==> src/rtl/pkt_regs_pkg.sv <==
package pkt_regs_pkg;
  localparam int N_STAT = 6;

  typedef enum logic [1:0] {
    W_CTRL = 2'd0,
    W_DATA = 2'd1,
    W_LEN  = 2'd2,
    W_RSVD = 2'd3
  } word_e;

  typedef enum logic [2:0] {
    SEL_NONE    = 3'd0,
    SEL_TX_FREE = 3'd1,
    SEL_TX_Q    = 3'd2,
    SEL_TX_SENT = 3'd3,
    SEL_TX_DROP = 3'd4,
    SEL_RX_Q    = 3'd5,
    SEL_RX_RECV = 3'd6,
    SEL_RX_DROP = 3'd7
  } stat_sel_e;

  // counter slots
  localparam int C_TX_Q    = 0;
  localparam int C_TX_SENT = 1;
  localparam int C_TX_DROP = 2;
  localparam int C_RX_Q    = 3;
  localparam int C_RX_RECV = 4;
  localparam int C_RX_DROP = 5;
endpackage

==> src/rtl/pkt_apb_decode.sv <==
module pkt_apb_decode
  import pkt_regs_pkg::*;
#(
  parameter int ADDR_W = 4
) (
  input  logic              psel_i,
  input  logic              penable_i,
  input  logic              pwrite_i,
  input  logic [ADDR_W-1:0] paddr_i,
  output logic              wr_ctrl_o,
  output logic              wr_data_o,
  output logic              wr_len_o,
  output logic              rd_ctrl_o,
  output logic              rd_data_o,
  output logic              rd_len_o
);
  logic  access;
  word_e word;
  logic  unused_addr;

  assign access      = psel_i & penable_i;
  assign word        = word_e'(paddr_i[3:2]);
  assign unused_addr = ^{paddr_i[1:0], paddr_i[ADDR_W-1:2]};

  always_comb begin
    wr_ctrl_o = 1'b0; wr_data_o = 1'b0; wr_len_o = 1'b0;
    rd_ctrl_o = 1'b0; rd_data_o = 1'b0; rd_len_o = 1'b0;
    if (access) begin
      unique case (word)
        W_CTRL: if (pwrite_i) wr_ctrl_o = 1'b1; else rd_ctrl_o = 1'b1;
        W_DATA: if (pwrite_i) wr_data_o = 1'b1; else rd_data_o = 1'b1;
        W_LEN:  if (pwrite_i) wr_len_o  = 1'b1; else rd_len_o  = 1'b1;
        default: ;
      endcase
    end
  end
endmodule

==> src/rtl/pkt_event_ctr.sv <==
module pkt_event_ctr #(
  parameter int W = 16
) (
  input  logic         clk_i,
  input  logic         rst_ni,
  input  logic         clr_i,
  input  logic         inc_i,
  input  logic         dec_i,
  output logic [W-1:0] cnt_o
);
  localparam logic [W-1:0] MAX = '1;

  always_ff @(posedge clk_i or negedge rst_ni) begin
    if (!rst_ni)                          cnt_o <= '0;
    else if (clr_i)                       cnt_o <= '0;
    else if (inc_i && !dec_i && cnt_o != MAX) cnt_o <= cnt_o + 1'b1;
    else if (dec_i && !inc_i && cnt_o != '0)  cnt_o <= cnt_o - 1'b1;
  end

  assert_clear_R2: assert property (@(posedge clk_i) disable iff (!rst_ni)
    clr_i |=> cnt_o == '0);
  assert_no_wrap_R7: assert property (@(posedge clk_i) disable iff (!rst_ni)
    (!clr_i && cnt_o == MAX) |=> cnt_o != '0);
endmodule

==> src/rtl/pkt_rx_irq.sv <==
module pkt_rx_irq (
  input  logic clk_i,
  input  logic rst_ni,
  input  logic clr_i,
  input  logic recv_i,
  input  logic len_rd_i,
  input  logic len_nz_i,
  output logic irq_o
);
  logic busy_q;

  always_ff @(posedge clk_i or negedge rst_ni) begin
    if (!rst_ni) begin
      busy_q <= 1'b0;
      irq_o  <= 1'b0;
    end else if (clr_i) begin
      busy_q <= 1'b0;
      irq_o  <= 1'b0;
    end else begin
      if (len_rd_i) busy_q <= len_nz_i;
      // a new arrival outside a session wins over an acknowledge
      if (recv_i && !busy_q) irq_o <= 1'b1;
      else if (len_rd_i)     irq_o <= 1'b0;
    end
  end

  assert_irq_ack_R8: assert property (@(posedge clk_i) disable iff (!rst_ni)
    (len_rd_i && !recv_i) |=> !irq_o);
  assert_quiet_session_R9: assert property (@(posedge clk_i) disable iff (!rst_ni)
    (busy_q && !irq_o && !len_rd_i) |=> !irq_o);
endmodule

==> src/rtl/pkt_apb_regs.sv <==
module pkt_apb_regs
  import pkt_regs_pkg::*;
#(
  parameter int ADDR_W = 4,
  parameter int DATA_W = 32,
  parameter int LEN_W  = 16,
  parameter int CNT_W  = 16
) (
  input  logic              clk_i,
  input  logic              rst_ni,
  input  logic              psel_i,
  input  logic              penable_i,
  input  logic              pwrite_i,
  input  logic [ADDR_W-1:0] paddr_i,
  input  logic [DATA_W-1:0] pwdata_i,
  output logic [DATA_W-1:0] prdata_o,
  output logic              pready_o,
  output logic              pslverr_o,
  output logic              sreset_o,
  output logic              tx_wr_o,
  output logic [DATA_W-1:0] tx_wdata_o,
  output logic              tx_commit_o,
  output logic [LEN_W-1:0]  tx_len_o,
  input  logic [DATA_W-1:0] tx_free_bytes_i,
  input  logic              tx_sent_i,
  input  logic              tx_drop_i,
  output logic              rx_rd_o,
  input  logic [DATA_W-1:0] rx_rdata_i,
  input  logic [LEN_W-1:0]  rx_len_i,
  input  logic              rx_recv_i,
  input  logic              rx_drop_i,
  input  logic              rx_pop_i,
  output logic              rx_irq_o
);
  logic wr_ctrl, wr_data, wr_len, rd_ctrl, rd_data, rd_len;
  logic sel_valid;
  stat_sel_e sel_q;
  logic [N_STAT-1:0] ev_inc, ev_dec;
  logic [CNT_W-1:0]  cnt [N_STAT];
  logic [DATA_W-1:0] stat_val;

  pkt_apb_decode #(.ADDR_W(ADDR_W)) u_dec (
    .psel_i, .penable_i, .pwrite_i, .paddr_i,
    .wr_ctrl_o(wr_ctrl), .wr_data_o(wr_data), .wr_len_o(wr_len),
    .rd_ctrl_o(rd_ctrl), .rd_data_o(rd_data), .rd_len_o(rd_len)
  );

  assign pready_o    = 1'b1;
  assign pslverr_o   = 1'b0;
  assign sreset_o    = wr_ctrl & (pwdata_i == '0);
  assign tx_wr_o     = wr_data;
  assign tx_wdata_o  = pwdata_i;
  assign tx_commit_o = wr_len;
  assign tx_len_o    = pwdata_i[LEN_W-1:0];
  assign rx_rd_o     = rd_data;

  assign sel_valid = (pwdata_i != '0) && (pwdata_i <= DATA_W'(7));

  always_ff @(posedge clk_i or negedge rst_ni) begin
    if (!rst_ni)      sel_q <= SEL_NONE;
    else if (wr_ctrl) sel_q <= sel_valid ? stat_sel_e'(pwdata_i[2:0]) : SEL_NONE;
  end

  always_comb begin
    ev_inc = '0;
    ev_dec = '0;
    ev_inc[C_TX_Q]    = wr_len;
    ev_dec[C_TX_Q]    = tx_sent_i | tx_drop_i;
    ev_inc[C_TX_SENT] = tx_sent_i;
    ev_inc[C_TX_DROP] = tx_drop_i;
    ev_inc[C_RX_Q]    = rx_recv_i;
    ev_dec[C_RX_Q]    = rx_pop_i;
    ev_inc[C_RX_RECV] = rx_recv_i;
    ev_inc[C_RX_DROP] = rx_drop_i;
  end

  for (genvar i = 0; i < N_STAT; i++) begin : g_ctr
    pkt_event_ctr #(.W(CNT_W)) u_ctr (
      .clk_i, .rst_ni, .clr_i(sreset_o),
      .inc_i(ev_inc[i]), .dec_i(ev_dec[i]), .cnt_o(cnt[i])
    );
  end

  always_comb begin
    unique case (sel_q)
      SEL_TX_FREE: stat_val = tx_free_bytes_i;
      SEL_TX_Q:    stat_val = DATA_W'(cnt[C_TX_Q]);
      SEL_TX_SENT: stat_val = DATA_W'(cnt[C_TX_SENT]);
      SEL_TX_DROP: stat_val = DATA_W'(cnt[C_TX_DROP]);
      SEL_RX_Q:    stat_val = DATA_W'(cnt[C_RX_Q]);
      SEL_RX_RECV: stat_val = DATA_W'(cnt[C_RX_RECV]);
      SEL_RX_DROP: stat_val = DATA_W'(cnt[C_RX_DROP]);
      default:     stat_val = '0;
    endcase
  end

  always_comb begin
    prdata_o = '0;
    if (rd_ctrl)      prdata_o = stat_val;
    else if (rd_data) prdata_o = rx_rdata_i;
    else if (rd_len)  prdata_o = DATA_W'(rx_len_i);
  end

  pkt_rx_irq u_irq (
    .clk_i, .rst_ni, .clr_i(sreset_o), .recv_i(rx_recv_i),
    .len_rd_i(rd_len), .len_nz_i(rx_len_i != '0), .irq_o(rx_irq_o)
  );

  assert_sreset_pulse_R2: assert property (@(posedge clk_i) disable iff (!rst_ni)
    sreset_o |=> !sreset_o);
  assert_rx_pop_single_R5: assert property (@(posedge clk_i) disable iff (!rst_ni)
    rx_rd_o |=> !rx_rd_o);
  assert_sel_hold_R4: assert property (@(posedge clk_i) disable iff (!rst_ni)
    !wr_ctrl |=> $stable(sel_q));
  assert_setup_quiet_R11: assert property (@(posedge clk_i) disable iff (!rst_ni)
    (psel_i && !penable_i) |-> !(sreset_o || tx_wr_o || tx_commit_o || rx_rd_o));
endmodule

==> config.mk <==
export PLATFORM = sky130hd
export DESIGN_NAME = pkt_apb_regs
export DESIGN_NICKNAME = d
export VERILOG_FILES = /design/src/rtl/pkt_regs_pkg.sv /design/src/rtl/pkt_apb_decode.sv /design/src/rtl/pkt_event_ctr.sv /design/src/rtl/pkt_rx_irq.sv /design/src/rtl/pkt_apb_regs.sv
export SDC_FILE = /design/constraint.sdc
export NUM_CORES = 1
export LEC_CHECK = 0
export BUFFER_PORTS_ARGS = -buffer_cell sky130_fd_sc_hd__buf_4
export CAP_MARGIN = 10
export CELL_PAD_IN_SITES_DETAIL_PLACEMENT = 0
export CELL_PAD_IN_SITES_GLOBAL_PLACEMENT = 1
export CORE_ASPECT_RATIO = 1.1
export CORE_MARGIN = 8
export CORE_UTILIZATION = 43
export DETAILED_ROUTE_END_ITERATION = 8
export MAX_ROUTING_LAYER = met4
export PLACE_DENSITY_LB_ADDON = 0.3
export SYNTH_ARGS = -nofsm -noshare
export SYNTH_HDL_FRONTEND = slang
export SYNTH_HIERARCHICAL = 1
export SYNTH_SLANG_ARGS = --single-unit
==> constraint.sdc <==
create_clock -name clk_i -period 5.83 [get_ports clk_i]
set_input_delay 1.166 -clock clk_i [delete_from_list [all_inputs] [get_ports clk_i]]
set_output_delay 1.166 -clock clk_i [all_outputs]
set_load 0.03 [all_outputs]
==> reports/qor.yml <==
status: "complete, no violations"
cp.arrival_ps: 3210
synth_area_leaders: "dfrtp_1 (23%), ha_1 (11%), buf_4 (3.8%), nand2_1 (3.8%), xnor2_1 (3.7%)"
whs_path_depth: 2
setup_tns_ps: 0
cts_max_path_buffers: 2
synth-compound-area-share: 0.259
cpMaxStageDelayCell: "nor4b_4"
maxSlewHeadroom: 0.259
cp.required_ps: 4660
final_hold_viol_count: 0
gp_congestion: 0.918
clock_tree.root_cell: "clkbuf_16"
power_density_nw_per_um2: 487
r2r_cells: 9
setup_viol: 0
cp-end-kind: "primary output"
reg2reg_from: "g_ctr[5].u_ctr/cnt_o[5]"
fmax_ghz: 0.229
nFillCells: 2383
synth_cell_types: 95
synthArstFlopShare: 1.00
ctsResizeCount: 0
synthAdderAreaFrac: 0.121
muxShareOfSynthArea: 0.0589
grtUsageTotal: 0.229
fin_skew_ps: 6.71
synth_top_flop_cell: "dfrtp_1"
rsz0062_at_grt: "false"
rows: 61
clkTransAtPathRegs_ps: 70
hold-path-endpoint: "u_irq/irq_o"
drive_gt1_frac: 0.240
synth_top_family_by_area: "compound AO/OA/AOI/OAI gates"
start_kind: "primary input"
crit_top_cell: "buf_4"
postSynthAreaPerCell_um2: 8.82
final_cell_mix: "buf_4 (220), nand2_1 (110), dfrtp_1 (100)"
routed_wl_mm: 35.0
first_pass_iters: 5
post-route-period-util: 0.750
r2r-end: "g_ctr[5].u_ctr/cnt_o[15]"
drt-wirelength-per-cell_um: 20.5
numCtsBuffers: 9
drcViolationCount: 0
ioPinCount: 213
syn_to_final_growth_pct: 16.2
seqCellArea_um2: 2530
clock-sinks: 101
netlist_instances: 1242
hold_class: "flip-flop to flip-flop"
die_x_um: 168
slowest_delay_ps: 380
path_cells: "buf_4 -> nand2b_1 -> nor3_1 -> buf_4 -> nor4b_1 -> nand4_1 -> nor2_1 -> nor4b_4 -> buf_4"
synth_xor_area_frac: 0.0536
via_per_inst: 6.07
cp_max_fo: 5
yosys.area.top_type: "dfrtp_1"
ant_nets: 0
synth_warnings: 6
irDropWorstVdd_mv: 0.200
cts_tree: "yes"
drt_iter0_markers: 744
synth-edff-count: 0
power.leakage_nw: 5.55
hold_buffers: 0
synth_seq_cells: 101
cap_viol_max_count: 0
dieArea_um2: 30800
fin_crit_ps: 4380
grt_max_degree: 94
hp-start: "u_irq/busy_q"
clk_latency_ps: 360
timing.hold.ws_ps: 525
mostFrequentLayoutCell: "buf_4"
r2r_setup_slack_ps: 2120
antenna_found_initial: 0
antenna_cells: 0
synthesis.area_um2: 11000
synth_top_area_frac: 0.231
core_um2: 25200
numPortBuffers: 208
fin_nets: 1612
vias: 10300
drv_slew: 0
overflow: 0
initial_core_util: 0.435
path_class: "primary input to primary output"
grt_pass1_wl_mm: 55.3
hpwl_mm: 27.6
multiInputGateArea_um2: 7730
cts_max_level: 3
synthSimpleGateAreaFrac: 0.208
worst_slew_pin_slew_ps: 1110
post_cts_buffers: 0
fp.dieH_um: 183
first_global_vias: 10200
seq_area_frac_synth: 0.231
==> cell usage after synthesis (20+ instances only) <==
master / instances
dfrtp_1: 101
o31ai_1: 24
o21ai_0: 37
buf_4: 55
mux2i_1: 24
a21oi_1: 78
nand4_1: 32
clkbuf_1: 21
nor2b_1: 20
nand2_1: 110
ha_1: 96
nand3_1: 29
nor2_1: 73
a21o_1: 36
xor2_1: 21
a22o_1: 39
nor4_1: 41
xnor2_1: 46
inv_1: 22
==> sequential cells by signal, summed over array words and instances (netlist names) <==
| register | flops |
|---|---|
| g_ctr.u_ctr/cnt_o | 96 |
| sel_q | 3 |
| u_irq/busy_q | 1 |
| u_irq/irq_o | 1 |
==> final cells by class <==
| cell class | instances | area share |
|---|---|---|
| Clock buffer | 9 | 0.0177 |
| Inverter | 23 | 0.00678 |
| Multi-Input combinational cell | 1028 | 0.607 |
| Sequential cell | 101 | 0.199 |
| Tap cell | 315 | 0.0310 |
| Clock inverter | 7 | 0.00757 |
| Timing Repair Buffer | 221 | 0.131 |
==> cells by family after synthesis <==
family          after synthesis
flops                       101
fa+ha+maj                   102
mux                          51
buf+inv                     122
simple gates                425
compound gates              372
xor+xnor                     67
other cells                   2
==> worst max-delay path by stage <==
stage,slack (ps),end,depth (start not counted),start
6_report,1450,sreset_o,9,paddr_i[3]
5_1_grt,1260,sreset_o,9,paddr_i[3]
4_1_cts,1370,sreset_o,9,paddr_i[3]
3_5_place_dp,1310,g_ctr[1].u_ctr/cnt_o[13],12,paddr_i[3]
3_3_place_gp,1370,g_ctr[0].u_ctr/cnt_o[13],12,paddr_i[3]
2_1_floorplan,940,sreset_o,6,paddr_i[3]
==> per-layer routing <==
layer  vias to the layer above  GRT usage  share of wire
met3                        41     0.0443          0.070
li1                       4994          -              -
met4                         0     0.0679          0.021
met1                      4896      0.286           0.44
met5                         -          -              0
met2                       409      0.372           0.47
==> critical path: cells and delay by family <==
family                 cells  cell delay, ps
AND/OR/NAND/NOR            6            1470
buffers and inverters      3             570
==> per-stage QoR <==
step | worst slack [ps] | utilization | cells | instance area [um^2] | power, mW
3_3_place_gp | 1370 | 0.493 | 1688 | 12400 | 5.44
4_1_cts | 1370 | 0.505 | 1704 | 12700 | 6.20
2_1_floorplan | 939 | - | 1251 | 11000 | 4.56
3_5_place_dp | 1310 | 0.493 | 1688 | 12400 | 5.50
6_report | 1450 | 0.505 | 1704 | 12700 | 6.20
5_1_grt | 1260 | 0.505 | 1704 | 12700 | 6.75
==> where the power goes <==
part           leakage [nW]  switching, mW  internal, mW
registers              1.21          0.684          1.05
logic                  4.17           1.97          1.82
clock network         0.160          0.297         0.379
total                  5.55           2.95          3.25
Power figures use the tool's default switching activity.
